$ cat src/rtl/even_div_pkg.sv
package even_div_pkg;

    // Output generator states
    typedef enum logic [1:0] {
        GEN_IDLE = 2'd0,
        GEN_HIGH = 2'd1,
        GEN_LOW  = 2'd2
    } gen_state_e;

endpackage

$ cat src/rtl/div_ctrl_reg.sv
module div_ctrl_reg #(
    parameter int DATA_W    = 32,
    parameter int EN_POS    = 15,
    parameter int RATIO_W   = 5,
    parameter bit RST_EN    = 1'b1,
    parameter int RST_RATIO = 3
) (
    input  logic               clk,
    input  logic               rst,
    input  logic               sel,
    input  logic               wr,
    input  logic [DATA_W-1:0]  wdata,
    output logic [DATA_W-1:0]  rdata,
    output logic               en_q,
    output logic [RATIO_W-1:0] ratio_q
);

    logic              wr_hit;
    logic [DATA_W-1:0] rd_word;

    assign wr_hit = sel && wr;

    // Only the implemented fields are stored; reserved bits have no flops.
    always_ff @(posedge clk) begin
        if (rst) begin
            en_q    <= RST_EN;
            ratio_q <= RATIO_W'(RST_RATIO);
        end else if (wr_hit) begin
            en_q    <= wdata[EN_POS];
            ratio_q <= wdata[RATIO_W-1:0];
        end
    end

    always_comb begin
        rd_word                = '0;
        rd_word[EN_POS]        = en_q;
        rd_word[RATIO_W-1:0]   = ratio_q;
        rdata                  = sel ? rd_word : '0;
    end

endmodule

$ cat src/rtl/div_ratio_dec.sv
module div_ratio_dec #(
    parameter int RATIO_W  = 5,
    parameter int MAX_CODE = 7,
    parameter int HALF_W   = 4
) (
    input  logic [RATIO_W-1:0] code,
    output logic [HALF_W-1:0]  half
);

    logic               legal;
    logic [RATIO_W-1:0] eff_code;

    // Reserved codes clamp to the slowest legal setting.
    always_comb begin
        legal    = (code <= RATIO_W'(MAX_CODE));
        eff_code = legal ? code : RATIO_W'(MAX_CODE);
        half     = HALF_W'(eff_code) + HALF_W'(1);
    end

endmodule

$ cat src/rtl/div_gen_fsm.sv
module div_gen_fsm
    import even_div_pkg::*;
#(
    parameter int HALF_W = 4
) (
    input  logic              clk,
    input  logic              rst,
    input  logic              en,
    input  logic [HALF_W-1:0] half_in,
    output logic              clk_out,
    output logic [HALF_W-1:0] act_half
);

    gen_state_e        state_q, state_d;
    logic [HALF_W-1:0] cnt_q, cnt_d;
    logic [HALF_W-1:0] half_d;
    logic              term;
    logic              out_q;

    assign term = (cnt_q == act_half - HALF_W'(1));

    // Next-state logic
    always_comb begin
        state_d = state_q;
        cnt_d   = cnt_q;
        half_d  = act_half;
        unique case (state_q)
            GEN_IDLE: begin
                if (en) begin                 // start
                    state_d = GEN_HIGH;
                    cnt_d   = '0;
                    half_d  = half_in;
                end
            end
            GEN_HIGH: begin
                if (term) begin               // fall
                    state_d = GEN_LOW;
                    cnt_d   = '0;
                end else begin
                    cnt_d = cnt_q + HALF_W'(1);
                end
            end
            GEN_LOW: begin
                if (term) begin
                    cnt_d = '0;
                    if (en) begin             // rise
                        state_d = GEN_HIGH;
                        half_d  = half_in;
                    end else begin            // park
                        state_d = GEN_IDLE;
                    end
                end else begin
                    cnt_d = cnt_q + HALF_W'(1);
                end
            end
            default: begin
                state_d = GEN_IDLE;
                cnt_d   = '0;
            end
        endcase
    end

    // State register
    always_ff @(posedge clk) begin
        if (rst) begin
            state_q  <= GEN_IDLE;
            cnt_q    <= '0;
            act_half <= HALF_W'(1);
        end else begin
            state_q  <= state_d;
            cnt_q    <= cnt_d;
            act_half <= half_d;
        end
    end

    // Registered output level
    always_ff @(posedge clk) begin
        if (rst) begin
            out_q <= 1'b0;
        end else begin
            out_q <= (state_d == GEN_HIGH);
        end
    end

    assign clk_out = out_q;

endmodule

$ cat src/rtl/even_clk_div.sv
module even_clk_div #(
    parameter int DATA_W    = 32,
    parameter int EN_POS    = 15,
    parameter int RATIO_W   = 5,
    parameter int MAX_CODE  = 7,
    parameter bit RST_EN    = 1'b1,
    parameter int RST_RATIO = 3
) (
    input  logic              clk,
    input  logic              rst,
    input  logic              reg_sel,
    input  logic              reg_wr,
    input  logic [DATA_W-1:0] reg_wdata,
    output logic [DATA_W-1:0] reg_rdata,
    output logic              clk_out
);

    localparam int HALF_W = $clog2(MAX_CODE + 2);

    logic               ctrl_en;
    logic [RATIO_W-1:0] ctrl_ratio;
    logic [HALF_W-1:0]  dec_half;
    logic [HALF_W-1:0]  act_half;

    div_ctrl_reg #(
        .DATA_W   (DATA_W),
        .EN_POS   (EN_POS),
        .RATIO_W  (RATIO_W),
        .RST_EN   (RST_EN),
        .RST_RATIO(RST_RATIO)
    ) u_reg (
        .clk    (clk),
        .rst    (rst),
        .sel    (reg_sel),
        .wr     (reg_wr),
        .wdata  (reg_wdata),
        .rdata  (reg_rdata),
        .en_q   (ctrl_en),
        .ratio_q(ctrl_ratio)
    );

    div_ratio_dec #(
        .RATIO_W (RATIO_W),
        .MAX_CODE(MAX_CODE),
        .HALF_W  (HALF_W)
    ) u_dec (
        .code(ctrl_ratio),
        .half(dec_half)
    );

    div_gen_fsm #(
        .HALF_W(HALF_W)
    ) u_gen (
        .clk     (clk),
        .rst     (rst),
        .en      (ctrl_en),
        .half_in (dec_half),
        .clk_out (clk_out),
        .act_half(act_half)
    );

endmodule

$ cat config.mk
export PLATFORM = sky130hd
export DESIGN_NAME = even_clk_div
export DESIGN_NICKNAME = d
export VERILOG_FILES = /design/src/rtl/even_div_pkg.sv /design/src/rtl/div_ctrl_reg.sv /design/src/rtl/div_ratio_dec.sv /design/src/rtl/div_gen_fsm.sv /design/src/rtl/even_clk_div.sv
export SDC_FILE = /design/constraint.sdc
export NUM_CORES = 1
export LEC_CHECK = 0
export ABC_CLOCK_PERIOD_IN_PS = 4150
export BUFFER_PORTS_ARGS = -buffer_cell sky130_fd_sc_hd__buf_2
export CAP_MARGIN = 20
export CORE_MARGIN = 3
export CORE_UTILIZATION = 47
export DETAILED_ROUTE_END_ITERATION = 8
export GPL_TIMING_DRIVEN = 1
export PLACE_DENSITY = 0.84
export SYNTH_ARGS = -nofsm -noshare
export SYNTH_HDL_FRONTEND = slang
export SYNTH_HIERARCHICAL = 1
export SYNTH_SLANG_ARGS = --single-unit
$ cat constraint.sdc
create_clock -name clk -period 4.15 [get_ports clk]
set_clock_uncertainty 0.05 [all_clocks]
set_input_delay 0.415 -clock clk [delete_from_list [all_inputs] [get_ports clk]]
set_output_delay 0.415 -clock clk [all_outputs]
set_load 0.03 [all_outputs]
=== Word-level counts from Yosys, hierarchy flattened ===
Index checks and enable logic that the tools add are counted.
Widths: inputs -> output; s select.

* Bits in registers: 17
* Latch bits: 0
* RAM bits: 0
* Memory bits (read-only): 0
* Output and inout bits: 33
* Logic and storage cells: 34
* Memories kept: 0

* Add/sub/neg operators: 3
* $mul: 0
* Div/mod/pow operators: 0
* Order comparisons: 1
* Eq/ne operators: 6
* Shifts and indexed selects: 0
* Muxes and demuxes: 13
* Bitwise operators: 0
* Reduce and logical (&&, ||, !) cells: 5

{| class="wikitable"
|+ Operators with widths
! cell !! count
|-
| $mux 4 || 5
|-
| $mux 16 || 1
|-
| $pmux 4 s2 || 2
|-
| $add 4x1->4 const B || 2
|-
| $mux 2 || 3
|-
| $pmux 2 s3 || 1
|-
| $le 5x3->1 const B || 1
|-
| $eq 2x1->1 const B || 2
|-
| $eq 4x4->1 || 1
|-
| $sub 4x1->4 const B || 1
|-
| $eq 2x2->1 const B || 1
|-
| $logic_not 2->1 || 1
|-
| $ne 2x1->1 const B || 1
|-
| $ne 2x2->1 const B || 1
|-
| $reduce_and 2->1 || 1
|-
| $reduce_bool 2->1 || 1
|-
| $reduce_or 2->1 || 1
|-
| $logic_and 1x1->1 || 1
|-
| $mux 1 || 1
|}

=== Longest topological paths before layout ===
* Word-level depth: 6
* Gate-level depth with buffers: 7
* Mapped depth without buffers: 7

=== Cells and area by module ===
Netlist, hierarchy kept.

{| class="wikitable"
|+ Modules (own cells, without submodules)
! module !! instances !! cells an instance !! area an instance (um^2)
|-
| div_gen_fsm || 1 || 74 || 678.2
|-
| div_ctrl_reg || 1 || 57 || 488.0
|-
| div_ratio_dec || 1 || 7 || 58.8
|}

=== Least setup slack after synthesis ===
No wires, ideal clock.

* Path kind: reg-to-reg
* Start point: reg u_gen.act_half[0]
* End point: reg u_gen.out_q (netlist: u_gen/clk_out)
* Setup time: 116 ps
* Arrival time: 1652 ps
* Required time: 3984 ps
* Slack: 2332 ps
* Stages on the path, launching flop included: 8
* Path through: dfxtp_1 inv_1 ha_1 xnor2_1 nor2_2 nand3b_2 mux2_4 and3_1

* Longest elaborated chain between the ends: 5

{| class="wikitable"
|+ RTL lines
! element !! RTL line !! text
|-
| start, declared || div_gen_fsm.sv:11 || <nowiki>output logic [HALF_W-1:0] act_half</nowiki>
|-
| start signal, assigned || div_gen_fsm.sv:72 || <nowiki>act_half <= half_d;</nowiki>
|-
| $sub 4x1->4 * || div_gen_fsm.sv:20 || <nowiki>assign term = (cnt_q == act_half - HALF_W'(1));</nowiki>
|-
| $eq 4x4->1 * || div_gen_fsm.sv:20 ||
|-
| $mux 2, on equally long branches || div_gen_fsm.sv:44, div_gen_fsm.sv:36 ||
|-
| $pmux 2 s3 * || div_gen_fsm.sv:27 || <nowiki>unique case (state_q)</nowiki>
|-
| $eq 2x1->1 * || div_gen_fsm.sv:81 || <nowiki>out_q <= (state_d == GEN_HIGH);</nowiki>
|-
| end signal, assigned || div_gen_fsm.sv:81 ||
|-
| end, declared || div_gen_fsm.sv:18 || <nowiki>logic out_q;</nowiki>
|}

Every way passes the cells marked *; elsewhere a longest branch is shown, timed or not.
A chain may end at the register's enable or synchronous reset.

=== Final worst setup path ===
Same ends and word-level chain as after synthesis.

==> results.toml <==
[clocking]
post_cts_resized = 0
worstSkewPairLatency_ns = 0.28
cts_tree = "built"
cts.sinks = 17
clk_pin_slew_ns = 0.10
cts_buffer_depth = 2
htreeDepth = 1
cts-buffers-inserted = 3
post_cts_buffers = 0
clockRootBuffer = "clkbuf_4"
cts_hold_buf = 0

[yosys]
synth_commonest_cells = "26 x buf_4, 17 x dfxtp_1, 10 x a21oi_1"
ys.flop_type = "dfxtp_1"
synth_cell_type_count = 37
synth_area_leaders = "dfxtp_1 28%, buf_4 16%, ha_1 7.2%"
ys.warnings.count = 6
synth_area_um2 = 1225
seq_area_frac_synth_pct = 27.78
synth_top_area_share_pct = 27.78
synthArstFlopShare_pct = 0
yosysTopAreaCell = "dfxtp_1"
syn_area_per_cell_um2 = 8.876
yosysMostFrequentCell = "buf_4"
synthCells = 138
synth_edf_count = 0
synth-seq-cells = 17

[critical_path]
worstPathArrival_ns = 2.10
worstSetupStartpointType = "flip-flop"
crit_required_ns = 4.28
cp_max_fo = 4
path_class = "flip-flop to flip-flop"
cp-end-kind = "flip-flop"

[die]
core-area_um2 = 2340
initial_core_util_pct = 52.35
die_h_um = 57.05
rows = 17
die_area_um2 = 3255
ioPinCount = 69
die_w_um = 57.05

[sta]
drv_slew = 0
finalHoldViolations = 0
setup_tns_ns = 0
rsz0062_at_grt = "false"
fin_crit_sh_pct = 47.43
setup_viol = 0
clock.fmax_mhz = 508.0
period_minus_slack_ns = 1.968

[final_layout]
final_nets = 198
utilization_pct = 52.94
n_fill_cell = 225
area_growth_pct = 1.124
seq_area_um2 = 340.3
n_antenna_cell = 0
multiInputGateArea_um2 = 738.2
drive_above_1_share_pct = 18.83

[global_route]
track_usage_pct = 13.01
grt_pass1_vias = 773
antenna_found_initial = 0
grt_max_degree = 19
grt-ovfl-total = 0
grt_pass1_wl_um = 3463

[power_and_ir_drop]
leakage_uw = 0.0005980
power_density_nw_per_um2 = 561.5
ir_worst_vdd_uv = 336.2

[drt]
wirelength_um = 2080
drtAntennaViolNets = 0
dr_total_vias = 882
route.detailed.drc = 0
wl_per_cell_um = 11.43
vias_per_cell = 4.846
drt-initial-drc-count = 20
firstDrtPassIters = 4

[run]
drv_cap = 0

[place]
place.gp.congestion = 0.8174
dp_hpwl_um = 1619
portBuffers = 16

[worst_hold_path]
hold_class = "input pin to flip-flop"

[status]
status = "complete, no violations"
stage by stage:
stage               hold WS, ns  power, uW  setup WS, ns  area, um^2  cells
floorplan                0.4143      566.1         2.332        1319    163
finish                   0.3226      695.5         2.182        1239    182
CTS                      0.3174      699.0         2.170        1239    182
global placement         0.4421      595.5         2.230        1212    178
global route             0.3202      751.1         2.046        1239    182
detailed placement       0.4439      608.6         2.176        1212    178
sequential cells by signal (all words and copies together) (netlist names):
signal	count
u_reg/en_q	1
u_gen/clk_out	1
u_gen/act_half	4
u_gen/state_q	2
u_reg/ratio_q	5
u_gen/cnt_q	4
power breakdown:
part	internal, uW	switching (uW)	leakage (uW)	total [uW]
clock	37.2	51.5	0.0000150	88.7
sequential	197	34.7	0.000140	232
combinational	161	214	0.000443	375
layout by cell type (no fill, tap or decap), drive strengths merged, types with 4 or more instances in the layout:
| cell | instances |
|---|---|
| and3 | 5 |
| nor3 | 5 |
| nand2 | 6 |
| xnor2 | 4 |
| ha | 7 |
| inv | 5 |
| a21oi | 10 |
| dfxtp | 17 |
| and2 | 7 |
| conb | 26 |
| nand3 | 4 |
| clkbuf | 4 |
| nor2 | 7 |
| mux2i | 5 |
| buf | 16 |
per-layer routing:
metal	track usage, %	vias to the layer above	routed length, um
met2	20.39	29	982
li1	-	458	-
met1	17.87	393	982
met5	0	-	0
met4	4.305	0	9
met3	2.489	2	106
area by class of cell:
type	instances	area share, %
Clock buffer	4	2.121
Inverter	5	1.515
Tap cell	28	2.828
Timing Repair Buffer	16	6.465
Multi-Input combinational cell	112	59.60
Sequential cell	17	27.47
critical path: stages (launching register included):
cell and delay (ns):
dfxtp_1 0.40, inv_1 0.06, ha_1 0.31, xnor2_1 0.14, nor2_2 0.22, nand3b_2 0.18, mux2_4 0.34, and3_1 0.18
worst paths after layout:
| check | startpoint | cells past startpoint | end | slack, ns |
|---|---|---|---|---|
| setup / recovery | u_gen/act_half[0] | 7 | u_gen/clk_out | 2.18 |
| hold / removal | reg_wdata[2] | 3 | u_reg/ratio_q[2] | 0.32 |
| setup reg to reg | u_gen/act_half[0] | 7 | u_gen/clk_out | 2.18 |
| hold reg to reg | u_gen/cnt_q[1] | 2 | u_gen/cnt_q[1] | 0.46 |
logic make-up (layout without fill, tap and decap cells):
kind of cell / Yosys count / in the layout / share of synthesized area (%)
simple gates: 45 / 45 / 20.84
other cells: 1 / 26 / 0.3061
compound gates: 22 / 22 / 13.48
flops: 17 / 17 / 27.78
mux: 6 / 6 / 5.311
xor+xnor: 6 / 6 / 5.515
fa+ha+maj: 7 / 7 / 7.150
buf+inv: 34 / 25 / 19.61
(Power assumes the default switching activity.)
